$ cat src/rtl/ipc_mailbox_pkg.sv
package ipc_mailbox_pkg;
  localparam int ADDR_W     = 8;
  localparam int NUM_SIDES  = 2;
  localparam int SIDE_W     = (NUM_SIDES > 1) ? $clog2(NUM_SIDES) : 1;
  localparam int SIDE_HOST  = 0;
  localparam int SIDE_PEER  = 1;
  localparam int NUM_REGS   = 4;
  localparam int REG_STRIDE = 16;
  localparam int OFF_BITS   = $clog2(REG_STRIDE);
  localparam int ARG_W      = 64;
  localparam int FLAGS_W    = 32;
  localparam int CODE_W     = 8;
  localparam logic [CODE_W-1:0] EVK_WRITE = 8'h01;

  // True when the address selects one of the stored words.
  function automatic logic addr_hits(input logic [ADDR_W-1:0] a);
    return (a[OFF_BITS-1:0] == '0) && (int'(a >> OFF_BITS) < NUM_REGS);
  endfunction

  function automatic int addr_index(input logic [ADDR_W-1:0] a);
    return int'(a >> OFF_BITS);
  endfunction
endpackage

$ cat src/rtl/ipc_mailbox_regs.sv
module ipc_mailbox_regs
  import ipc_mailbox_pkg::*;
#(
  parameter int DATA_W = 32,
  parameter int NREGS  = NUM_REGS
) (
  input  logic                                  clk,
  input  logic                                  rst_n,
  input  logic [NUM_SIDES-1:0]                  wr_en,
  input  logic [NUM_SIDES-1:0][ADDR_W-1:0]      addr,
  input  logic [NUM_SIDES-1:0][DATA_W-1:0]      wdata,
  output logic [NUM_SIDES-1:0]                  hit,
  output logic [NUM_SIDES-1:0]                  wr_acc,
  output logic [NUM_SIDES-1:0][DATA_W-1:0]      rval
);
  logic [NREGS-1:0][DATA_W-1:0] word_q;

  // One storage word per register; later sides override earlier ones,
  // so the peer wins a same-word collision.
  for (genvar g = 0; g < NREGS; g++) begin : g_word
    logic              we;
    logic [DATA_W-1:0] nxt;
    logic [DATA_W-1:0] q;

    always_comb begin
      we  = 1'b0;
      nxt = q;
      for (int s = 0; s < NUM_SIDES; s++) begin
        if (wr_en[s] && addr_hits(addr[s]) && (addr_index(addr[s]) == g)) begin
          we  = 1'b1;
          nxt = wdata[s];
        end
      end
    end

    always_ff @(posedge clk) begin
      if (!rst_n)  q <= '0;
      else if (we) q <= nxt;
    end

    assign word_q[g] = q;
  end

  // Per-side decode and read mux.
  for (genvar s = 0; s < NUM_SIDES; s++) begin : g_side
    always_comb begin
      hit[s]    = addr_hits(addr[s]);
      wr_acc[s] = wr_en[s] && hit[s];
      rval[s]   = '0;
      for (int r = 0; r < NREGS; r++) begin
        if (hit[s] && (addr_index(addr[s]) == r)) rval[s] = word_q[r];
      end
    end
  end
endmodule

$ cat src/rtl/ipc_mailbox_rdport.sv
module ipc_mailbox_rdport #(
  parameter int DATA_W = 32
) (
  input  logic              clk,
  input  logic              rst_n,
  input  logic              rd_en,
  input  logic              hit,
  input  logic [DATA_W-1:0] rval,
  output logic [DATA_W-1:0] rd_data,
  output logic              rd_valid
);
  // One-cycle registered read; data is forced to zero when idle or unmapped.
  always_ff @(posedge clk) begin
    if (!rst_n) begin
      rd_valid <= 1'b0;
      rd_data  <= '0;
    end else begin
      rd_valid <= rd_en;
      rd_data  <= (rd_en && hit) ? rval : '0;
    end
  end
endmodule

$ cat src/rtl/ipc_mailbox_trace.sv
module ipc_mailbox_trace
  import ipc_mailbox_pkg::*;
#(
  parameter int DATA_W = 32
) (
  input  logic                             clk,
  input  logic                             rst_n,
  input  logic [NUM_SIDES-1:0]             acc,
  input  logic [NUM_SIDES-1:0][ADDR_W-1:0] addr,
  input  logic [NUM_SIDES-1:0][DATA_W-1:0] wdata,
  output logic                             out_valid,
  output logic [ADDR_W-1:0]                out_addr,
  output logic [DATA_W-1:0]                out_data,
  output logic [SIDE_W-1:0]                out_side,
  output logic                             out_delayed
);
  logic              hold_v;
  logic [ADDR_W-1:0] hold_addr;
  logic [DATA_W-1:0] hold_data;
  logic [SIDE_W-1:0] hold_side;

  logic              f_v, f_del, s_v;
  logic [ADDR_W-1:0] f_addr, s_addr;
  logic [DATA_W-1:0] f_data, s_data;
  logic [SIDE_W-1:0] f_side, s_side;

  // Candidate order: held record, then sides in index order (host first).
  // First candidate goes out, second is parked in the holding stage.
  always_comb begin
    f_v = 1'b0; f_del = 1'b0; f_addr = '0; f_data = '0; f_side = '0;
    s_v = 1'b0; s_addr = '0; s_data = '0; s_side = '0;
    if (hold_v) begin
      f_v    = 1'b1;
      f_del  = 1'b1;
      f_addr = hold_addr;
      f_data = hold_data;
      f_side = hold_side;
    end
    for (int s = 0; s < NUM_SIDES; s++) begin
      if (acc[s]) begin
        if (!f_v) begin
          f_v    = 1'b1;
          f_addr = addr[s];
          f_data = wdata[s];
          f_side = SIDE_W'(s);
        end else if (!s_v) begin
          s_v    = 1'b1;
          s_addr = addr[s];
          s_data = wdata[s];
          s_side = SIDE_W'(s);
        end
      end
    end
  end

  always_ff @(posedge clk) begin
    if (!rst_n) begin
      out_valid   <= 1'b0;
      out_addr    <= '0;
      out_data    <= '0;
      out_side    <= '0;
      out_delayed <= 1'b0;
      hold_v      <= 1'b0;
      hold_addr   <= '0;
      hold_data   <= '0;
      hold_side   <= '0;
    end else begin
      out_valid   <= f_v;
      out_addr    <= f_addr;
      out_data    <= f_data;
      out_side    <= f_side;
      out_delayed <= f_del;
      hold_v      <= s_v;
      hold_addr   <= s_addr;
      hold_data   <= s_data;
      hold_side   <= s_side;
    end
  end
endmodule

$ cat src/rtl/ipc_mailbox.sv
module ipc_mailbox
  import ipc_mailbox_pkg::*;
#(
  parameter int               DATA_W    = 32,
  parameter logic [7:0]       SUBSYS_ID = 8'h05
) (
  input  logic              clk,
  input  logic              rst_n,
  input  logic              host_wr_en,
  input  logic              host_rd_en,
  input  logic [7:0]        host_addr,
  input  logic [DATA_W-1:0] host_wdata,
  output logic [DATA_W-1:0] host_rdata,
  output logic              host_rvalid,
  input  logic              peer_wr_en,
  input  logic              peer_rd_en,
  input  logic [7:0]        peer_addr,
  input  logic [DATA_W-1:0] peer_wdata,
  output logic [DATA_W-1:0] peer_rdata,
  output logic              peer_rvalid,
  output logic              ev_valid,
  output logic [7:0]        ev_subsys,
  output logic [7:0]        ev_kind,
  output logic [63:0]       ev_arg0,
  output logic [63:0]       ev_arg1,
  output logic [63:0]       ev_arg2,
  output logic [63:0]       ev_arg3,
  output logic [31:0]       ev_flags
);
  logic [NUM_SIDES-1:0]                  wr_en_a, rd_en_a, hit_a, acc_a, rvalid_a;
  logic [NUM_SIDES-1:0][ADDR_W-1:0]      addr_a;
  logic [NUM_SIDES-1:0][DATA_W-1:0]      wdata_a, rval_a, rdata_a;

  assign wr_en_a[SIDE_HOST] = host_wr_en;
  assign wr_en_a[SIDE_PEER] = peer_wr_en;
  assign rd_en_a[SIDE_HOST] = host_rd_en;
  assign rd_en_a[SIDE_PEER] = peer_rd_en;
  assign addr_a[SIDE_HOST]  = host_addr;
  assign addr_a[SIDE_PEER]  = peer_addr;
  assign wdata_a[SIDE_HOST] = host_wdata;
  assign wdata_a[SIDE_PEER] = peer_wdata;

  ipc_mailbox_regs #(.DATA_W(DATA_W), .NREGS(NUM_REGS)) u_regs (
    .clk(clk), .rst_n(rst_n),
    .wr_en(wr_en_a), .addr(addr_a), .wdata(wdata_a),
    .hit(hit_a), .wr_acc(acc_a), .rval(rval_a)
  );

  for (genvar s = 0; s < NUM_SIDES; s++) begin : g_rd
    ipc_mailbox_rdport #(.DATA_W(DATA_W)) u_rd (
      .clk(clk), .rst_n(rst_n),
      .rd_en(rd_en_a[s]), .hit(hit_a[s]), .rval(rval_a[s]),
      .rd_data(rdata_a[s]), .rd_valid(rvalid_a[s])
    );
  end

  assign host_rdata  = rdata_a[SIDE_HOST];
  assign host_rvalid = rvalid_a[SIDE_HOST];
  assign peer_rdata  = rdata_a[SIDE_PEER];
  assign peer_rvalid = rvalid_a[SIDE_PEER];

  logic              tr_valid, tr_delayed;
  logic [ADDR_W-1:0] tr_addr;
  logic [DATA_W-1:0] tr_data;
  logic [SIDE_W-1:0] tr_side;

  ipc_mailbox_trace #(.DATA_W(DATA_W)) u_trace (
    .clk(clk), .rst_n(rst_n),
    .acc(acc_a), .addr(addr_a), .wdata(wdata_a),
    .out_valid(tr_valid), .out_addr(tr_addr), .out_data(tr_data),
    .out_side(tr_side), .out_delayed(tr_delayed)
  );

  assign ev_valid  = tr_valid;
  assign ev_subsys = tr_valid ? SUBSYS_ID : '0;
  assign ev_kind   = tr_valid ? EVK_WRITE : '0;
  assign ev_arg0   = {{(ARG_W-ADDR_W){1'b0}}, tr_addr};
  assign ev_arg1   = {{(ARG_W-DATA_W){1'b0}}, tr_data};
  assign ev_arg2   = {{(ARG_W-SIDE_W){1'b0}}, tr_side};
  assign ev_arg3   = '0;
  assign ev_flags  = {{(FLAGS_W-1){1'b0}}, tr_delayed};
endmodule

$ cat config.mk
export PLATFORM = sky130hd
export DESIGN_NAME = ipc_mailbox
export DESIGN_NICKNAME = d
export VERILOG_FILES = /design/src/rtl/ipc_mailbox_pkg.sv /design/src/rtl/ipc_mailbox_regs.sv /design/src/rtl/ipc_mailbox_rdport.sv /design/src/rtl/ipc_mailbox_trace.sv /design/src/rtl/ipc_mailbox.sv
export SDC_FILE = /design/constraint.sdc
export NUM_CORES = 1
export LEC_CHECK = 0
export ABC_CLOCK_PERIOD_IN_PS = 2950
export BUFFER_PORTS_ARGS = -buffer_cell sky130_fd_sc_hd__buf_2
export CAP_MARGIN = 20
export CELL_PAD_IN_SITES_DETAIL_PLACEMENT = 0
export CELL_PAD_IN_SITES_GLOBAL_PLACEMENT = 1
export CORE_MARGIN = 4
export CORE_UTILIZATION = 41
export DETAILED_ROUTE_END_ITERATION = 8
export HOLD_SLACK_MARGIN = 0.12
export PLACE_DENSITY = 0.84
export REMOVE_ABC_BUFFERS = 1
export SYNTH_ARGS = -nofsm -noshare
export SYNTH_HDL_FRONTEND = slang
export SYNTH_HIERARCHICAL = 1
export SYNTH_SLANG_ARGS = --single-unit
$ cat constraint.sdc
create_clock -name clk -period 2.95 [get_ports clk]
set_input_delay 0.1475 -clock clk [delete_from_list [all_inputs] [get_ports clk]]
set_output_delay 0.1475 -clock clk [all_outputs]
set_load 0.005 [all_outputs]
Yosys cells after proc, flatten, opt, wreduce, memory -nomap -nowiden
Cells that the tools add are included.
{"block": "totals", "register_bits": 279, "output_inout_bits": 371}
{"block": "op_classes", "order_cmp": 2, "n_eq_ne": 6, "mux": 59, "n_reduce_logical": 37}
{"operator": "$mux W32", "n": 26}
{"operator": "$mux W8", "n": 10}
{"operator": "$logic_not A32 Y1", "n": 2}
{"operator": "$logic_and A1 B1 Y1", "n": 22}
{"operator": "$mux W1", "n": 22}
{"operator": "$eq A4 B3 Y1 const B", "n": 4}
{"operator": "$reduce_and A2 Y1", "n": 6}
{"operator": "$eq A4 B2 Y1 const B", "n": 2}
{"operator": "$logic_not A4 Y1", "n": 2}
{"operator": "$lt A4 B3 Y1 const B", "n": 2}
{"operator": "$reduce_bool A2 Y1", "n": 4}
{"operator": "$mux W3", "n": 1}
{"operator": "$reduce_and A3 Y1", "n": 1}

Logic depth before layout (Yosys ltp)
{"block": "depth", "word_depth": 7, "depth_mapped": 9}

Hierarchy
Netlist, hierarchy kept.
{"mod": "ipc_mailbox_regs", "n_inst": 1, "cells_each": 1012, "area_each_um2": 7719.9, "seq_area_each_um2": 2562.5}
{"mod": "ipc_mailbox_trace", "n_inst": 1, "cells_each": 424, "area_each_um2": 3452.1, "seq_area_each_um2": 1701.6}
{"mod": "ipc_mailbox_rdport", "n_inst": 2, "cells_each": 75, "area_each_um2": 1011.0, "seq_area_each_um2": 660.6}
{"mod": "ipc_mailbox", "n_inst": 1, "cells_each": 265, "area_each_um2": 1985.7, "seq_area_each_um2": 0.0}

Worst setup path after synthesis
Ideal clock, no wire load.
{"block": "synth_path", "path_type": "input to register", "start": "in host_addr[1]", "end": "reg u_trace.out_addr[0]", "setup_ns": 0.119, "arrival_ns": 1.893, "required_ns": 2.831, "path_slack_ns": 0.938, "path_stages": 8, "cell_sequence": "or4_4 -> buf_6 -> buf_2 -> nor3_1 -> buf_2 -> clkbuf_1 -> nand3b_1 -> a21oi_1"}
{"block": "synth_via", "elab_chain_len": 6}
{"element": "start: declaration", "line": "ipc_mailbox.sv:11", "text": "input logic [7:0] host_addr,"}
{"element": "$logic_not A4 Y1 (*)", "line": "ipc_mailbox_pkg.sv:17", "text": "return (a[OFF_BITS-1:0] == '0) && (int'(a >> OFF_BITS) < NUM_REGS);"}
{"element": "$logic_and A1 B1 Y1 (*)", "line": "ipc_mailbox_pkg.sv:17"}
{"element": "$logic_and A1 B1 Y1 (*)", "line": "ipc_mailbox_regs.sv:48", "text": "wr_acc[s] = wr_en[s] && hit[s];"}
{"element": "via acc_a[0]", "line": "ipc_mailbox.sv:30", "text": "logic [NUM_SIDES-1:0] wr_en_a, rd_en_a, hit_a, acc_a, rvalid_a;"}
{"element": "$mux W8 or $mux W1 (tied branches)", "line": "ipc_mailbox_trace.sv:40", "text": "if (acc[s]) begin"}
{"element": "$mux W8", "line": "ipc_mailbox_trace.sv:41", "text": "if (!f_v) begin"}
{"element": "$mux W8 (*)", "line": "ipc_mailbox_trace.sv:40"}
{"element": "end signal: assignment", "line": "ipc_mailbox_trace.sv:69", "text": "out_addr <= f_addr;"}
{"element": "end: declaration", "line": "ipc_mailbox_trace.sv:12", "text": "output logic [ADDR_W-1:0] out_addr,"}
The timed path passes the listed nets; every way through them passes the cells marked *.
A chain may end at the register's enable or synchronous reset.

Worst setup path after layout
{"block": "layout_path", "start": "in host_addr[1]", "end": "reg u_trace.out_addr[6]"}
Same word-level chain as after synthesis.

==> impl_metrics.yaml <==
outcome:
  status: "finished clean"
setup_path:
  arrival_ns: 3.35
  r2r_end: "u_trace/hold_data[10]"
  crit_chain: "dlygate4sd3_1 -> buf_2 -> or4_4 -> nor3_2 -> buf_6 -> buf_4 -> a21oi_1 -> a21oi_1 -> dlygate4sd3_1"
  cp.required_ns: 3.46
  r2r_cells: 6
  cp_max_fo: 36
  regToRegStartpoint: "u_trace/hold_v"
  critPathLaunchType: "input pin"
  r2r_slack_ns: 0.67
  max_stage_delay_ns: 0.69
  end_kind: "flip-flop"
  crit_type: "in -> reg"
  crit_slowest_cell: "or4_4"
synthesis:
  synth_top_area_share_pct: 36.8
  postSynth.asyncResetShare_pct: 0
  synth-edff-count: 0
  yosysUniqueCellTypes: 40
  synth_common_cells: "340 x nand2_1, 279 x dfxtp_1, 268 x buf_4, 191 x o21ai_0, 156 x a21oi_1"
  syn_avg_cell_area_um2: 8.20
  ys.flop_type: "dfxtp_1"
  syn_inst: 1851
  synth_most_common_cell: "nand2_1"
  yosysSeqAreaShare_pct: 36.8
  synth_area_um2: 15200
  ys_ff_latch: 279
  synth.area.top_cells: "dfxtp_1 37%, buf_4 13%, nand2_1 8.4%"
  yosys_warnings: 6
  synth_top_cell_by_area: "dfxtp_1"
routing:
  drt-pass1-iter-count: 5
  routed_wirelength_um: 50600
  routed_via_density: 5.50
  ant_nets: 0
  post_drt_wl_per_cell_um: 19.8
  vias: 14100
  drc: 0
  drtIter0Drc: 1519
grt:
  grt_pass1_vias: 13300
  grt_overflow: 0
  grt_antenna_before_repair: 1
  grt_pass1_wl_um: 76000
  grt_max_degree: 85
  grt.total_usage_pct: 23.2
flow_run:
  maxCapViolCount: 0
clocking:
  root_buffer: "clkbuf_16"
  cts_htree_levels: 1
  tritoncts: "yes"
  clock-sinks: 279
  clock_latency_ns: 0.57
  numCtsBuffers: 31
  clk_path_buf_depth: 3
  path_clk_slew_ns: 0.06
finish:
  finalNetCount: 2162
  drive_gt1_share_pct: 16.7
  fillers: 3529
  num_antenna_cells: 0
  area_growth_pct: 15.8
  final_util_pct: 48.1
placed_design:
  portBuffers: 197
  place_congestion: 0.832
  hpwlAfterDp_um: 31300
timing:
  fmax_mhz: 351
  setup_viol: 0
  period_share_pct: 96.5
  fin_skew_ns: 0.00940
  slew_viol_final: 0
  slew_headroom_pct: 36.7
  min_period_ns: 2.85
  hold_violations: 0
  rsz0062_at_grt: "false"
  fin_setup_tns_ns: 0
  worstMarginPinSlew_ns: 0.949
power_and_ir_drop:
  internal_power_mw: 6.34
  switchingPower_mw: 2.04
  clockPowerShare_pct: 47.1
  pwr-share-comb_pct: 7.8
  p_leak_nw: 7.08
  p_sw_share_pct: 24.3
  peakVddDrop_uv: 445
  p_seq_share_pct: 45.2
  powerDensity_nw_per_um2: 477
worst_hold_path:
  hold_path_end: "u_trace/out_addr[5]"
  whs_path_depth: 4
  hold_path.startpoint: "peer_addr[5]"
  hp-class: "in -> reg"
floorplanning:
  core_um2: 36500
  die_w_um: 200
  ios: 457
  die_h_um: 200
  dieArea_um2: 40200
  start_util_pct: 41.6
  num_rows: 70
[state kept, by name, summed over array words and instances, names as in the netlist, 2 cells and up]
| name | cells |
|---|---|
| u_trace/out_addr | 8 |
| u_trace/hold_addr | 8 |
| u_trace/out_data | 32 |
| g_rd.u_rd/rd_data | 64 |
| u_regs/g_word.q | 128 |
| u_trace/hold_data | 32 |
| g_rd.u_rd/rd_valid | 2 |
[layer usage]
metal	wire length, um	track usage (%)	vias to the layer above
met1	20000	30.1	6728
met3	4720	4.26	104
li1	-	-	6424
met4	1400	7.08	2
met5	13	0	-
met2	24400	39.4	824
[critical path, delay by kind of cell]
kind	cells	cell delay, ns
buffers and inverters	5	1.88
AO/OA/AOI/OAI	2	0.31
AND/OR/NAND/NOR	2	0.98
[how the worst max path moves through the flow]
stage / start / endpoint / slack, ns / cells after the start
final: host_addr[1] / u_trace/out_addr[6] / 0.10 / 9
after global routing: host_addr[1] / u_trace/hold_addr[1] / 0.03 / 10
after CTS: host_addr[1] / u_trace/hold_data[3] / 0.16 / 10
after detailed placement: host_addr[1] / u_trace/out_data[21] / 0.66 / 7
after global placement: host_addr[1] / u_trace/out_data[13] / 0.73 / 7
after floorplan: host_addr[1] / u_trace/hold_addr[0] / -3.68 / 5
[timing repair]
action                     4_1_cts  5_1_grt
gates resized for setup          0        2
setup endpoints to repair        0       15
hold endpoints to repair       206        0
setup buffers                    0        0
hold buffers                   118        0
[per-stage QoR]
step	worst slack [ns]	std cells	instance area, um^2	hold slack (ns)	power [mW]
after floorplan	-3.68	1681	13300	0.269	4.08
after global placement	0.732	2393	15400	0.439	4.40
after detailed placement	0.657	2393	15400	0.437	4.41
after CTS	0.164	2562	17600	0.128	8.42
after global routing	0.0304	2562	17600	0.173	8.64
final	0.105	2562	17600	0.158	8.38
[cell usage in the layout, fill, tap and decap left out, drive strengths merged, types with 2 or more instances in the layout]
cell type,n
o21ai,191
a31oi,125
buf,244
clkbuf,40
and3,34
dlygate4sd3,118
a21boi,2
nand2b,2
nor2,4
and4,64
clkinv,6
nor4,6
nor2b,20
o21a,18
or4,4
nor3,3
a221oi,3
bufinv,4
a21oi,156
nand3,41
and2,5
dfxtp,279
nand3b,40
inv,4
o22ai,7
nand4,4
clkinvlp,2
mux2,7
nand2,340
a22oi,7
mux2i,17
mux4,32
conb,259
[power groups by stage]
stage | Combinational (mW) | Clock, mW | Sequential, mW
2_1_floorplan | 0.216 | 0 | 3.87
4_1_cts | 0.627 | 4.01 | 3.78
3_5_place_dp | 0.541 | 0 | 3.87
5_1_grt | 0.708 | 4.15 | 3.78
3_3_place_gp | 0.532 | 0 | 3.87
6_report | 0.650 | 3.94 | 3.78
[final cells by class]
| cell class | instances | area, um^2 | share of cell area [%] |
|---|---|---|---|
| Clock inverter | 11 | 164 | 0.932 |
| Sequential cell | 279 | 5590 | 31.8 |
| Timing Repair Buffer | 362 | 2610 | 14.8 |
| Tap cell | 468 | 586 | 3.33 |
| Inverter | 5 | 18.8 | 0.107 |
| Multi-Input combinational cell | 1397 | 7770 | 44.2 |
| Clock buffer | 40 | 850 | 4.83 |
[cell families after synthesis]
logic type / Yosys count / share of synthesized area, %
other: 1 / 0.0247
AO/OA/AOI/OAI: 510 / 18.4
AND/OR/NAND/NOR: 571 / 19.6
XOR/XNOR: 1 / 0.0577
buffers and inverters: 433 / 18.7
flip-flops: 279 / 36.8
multiplexers: 56 / 6.39
Power figures use the tool's default switching activity.
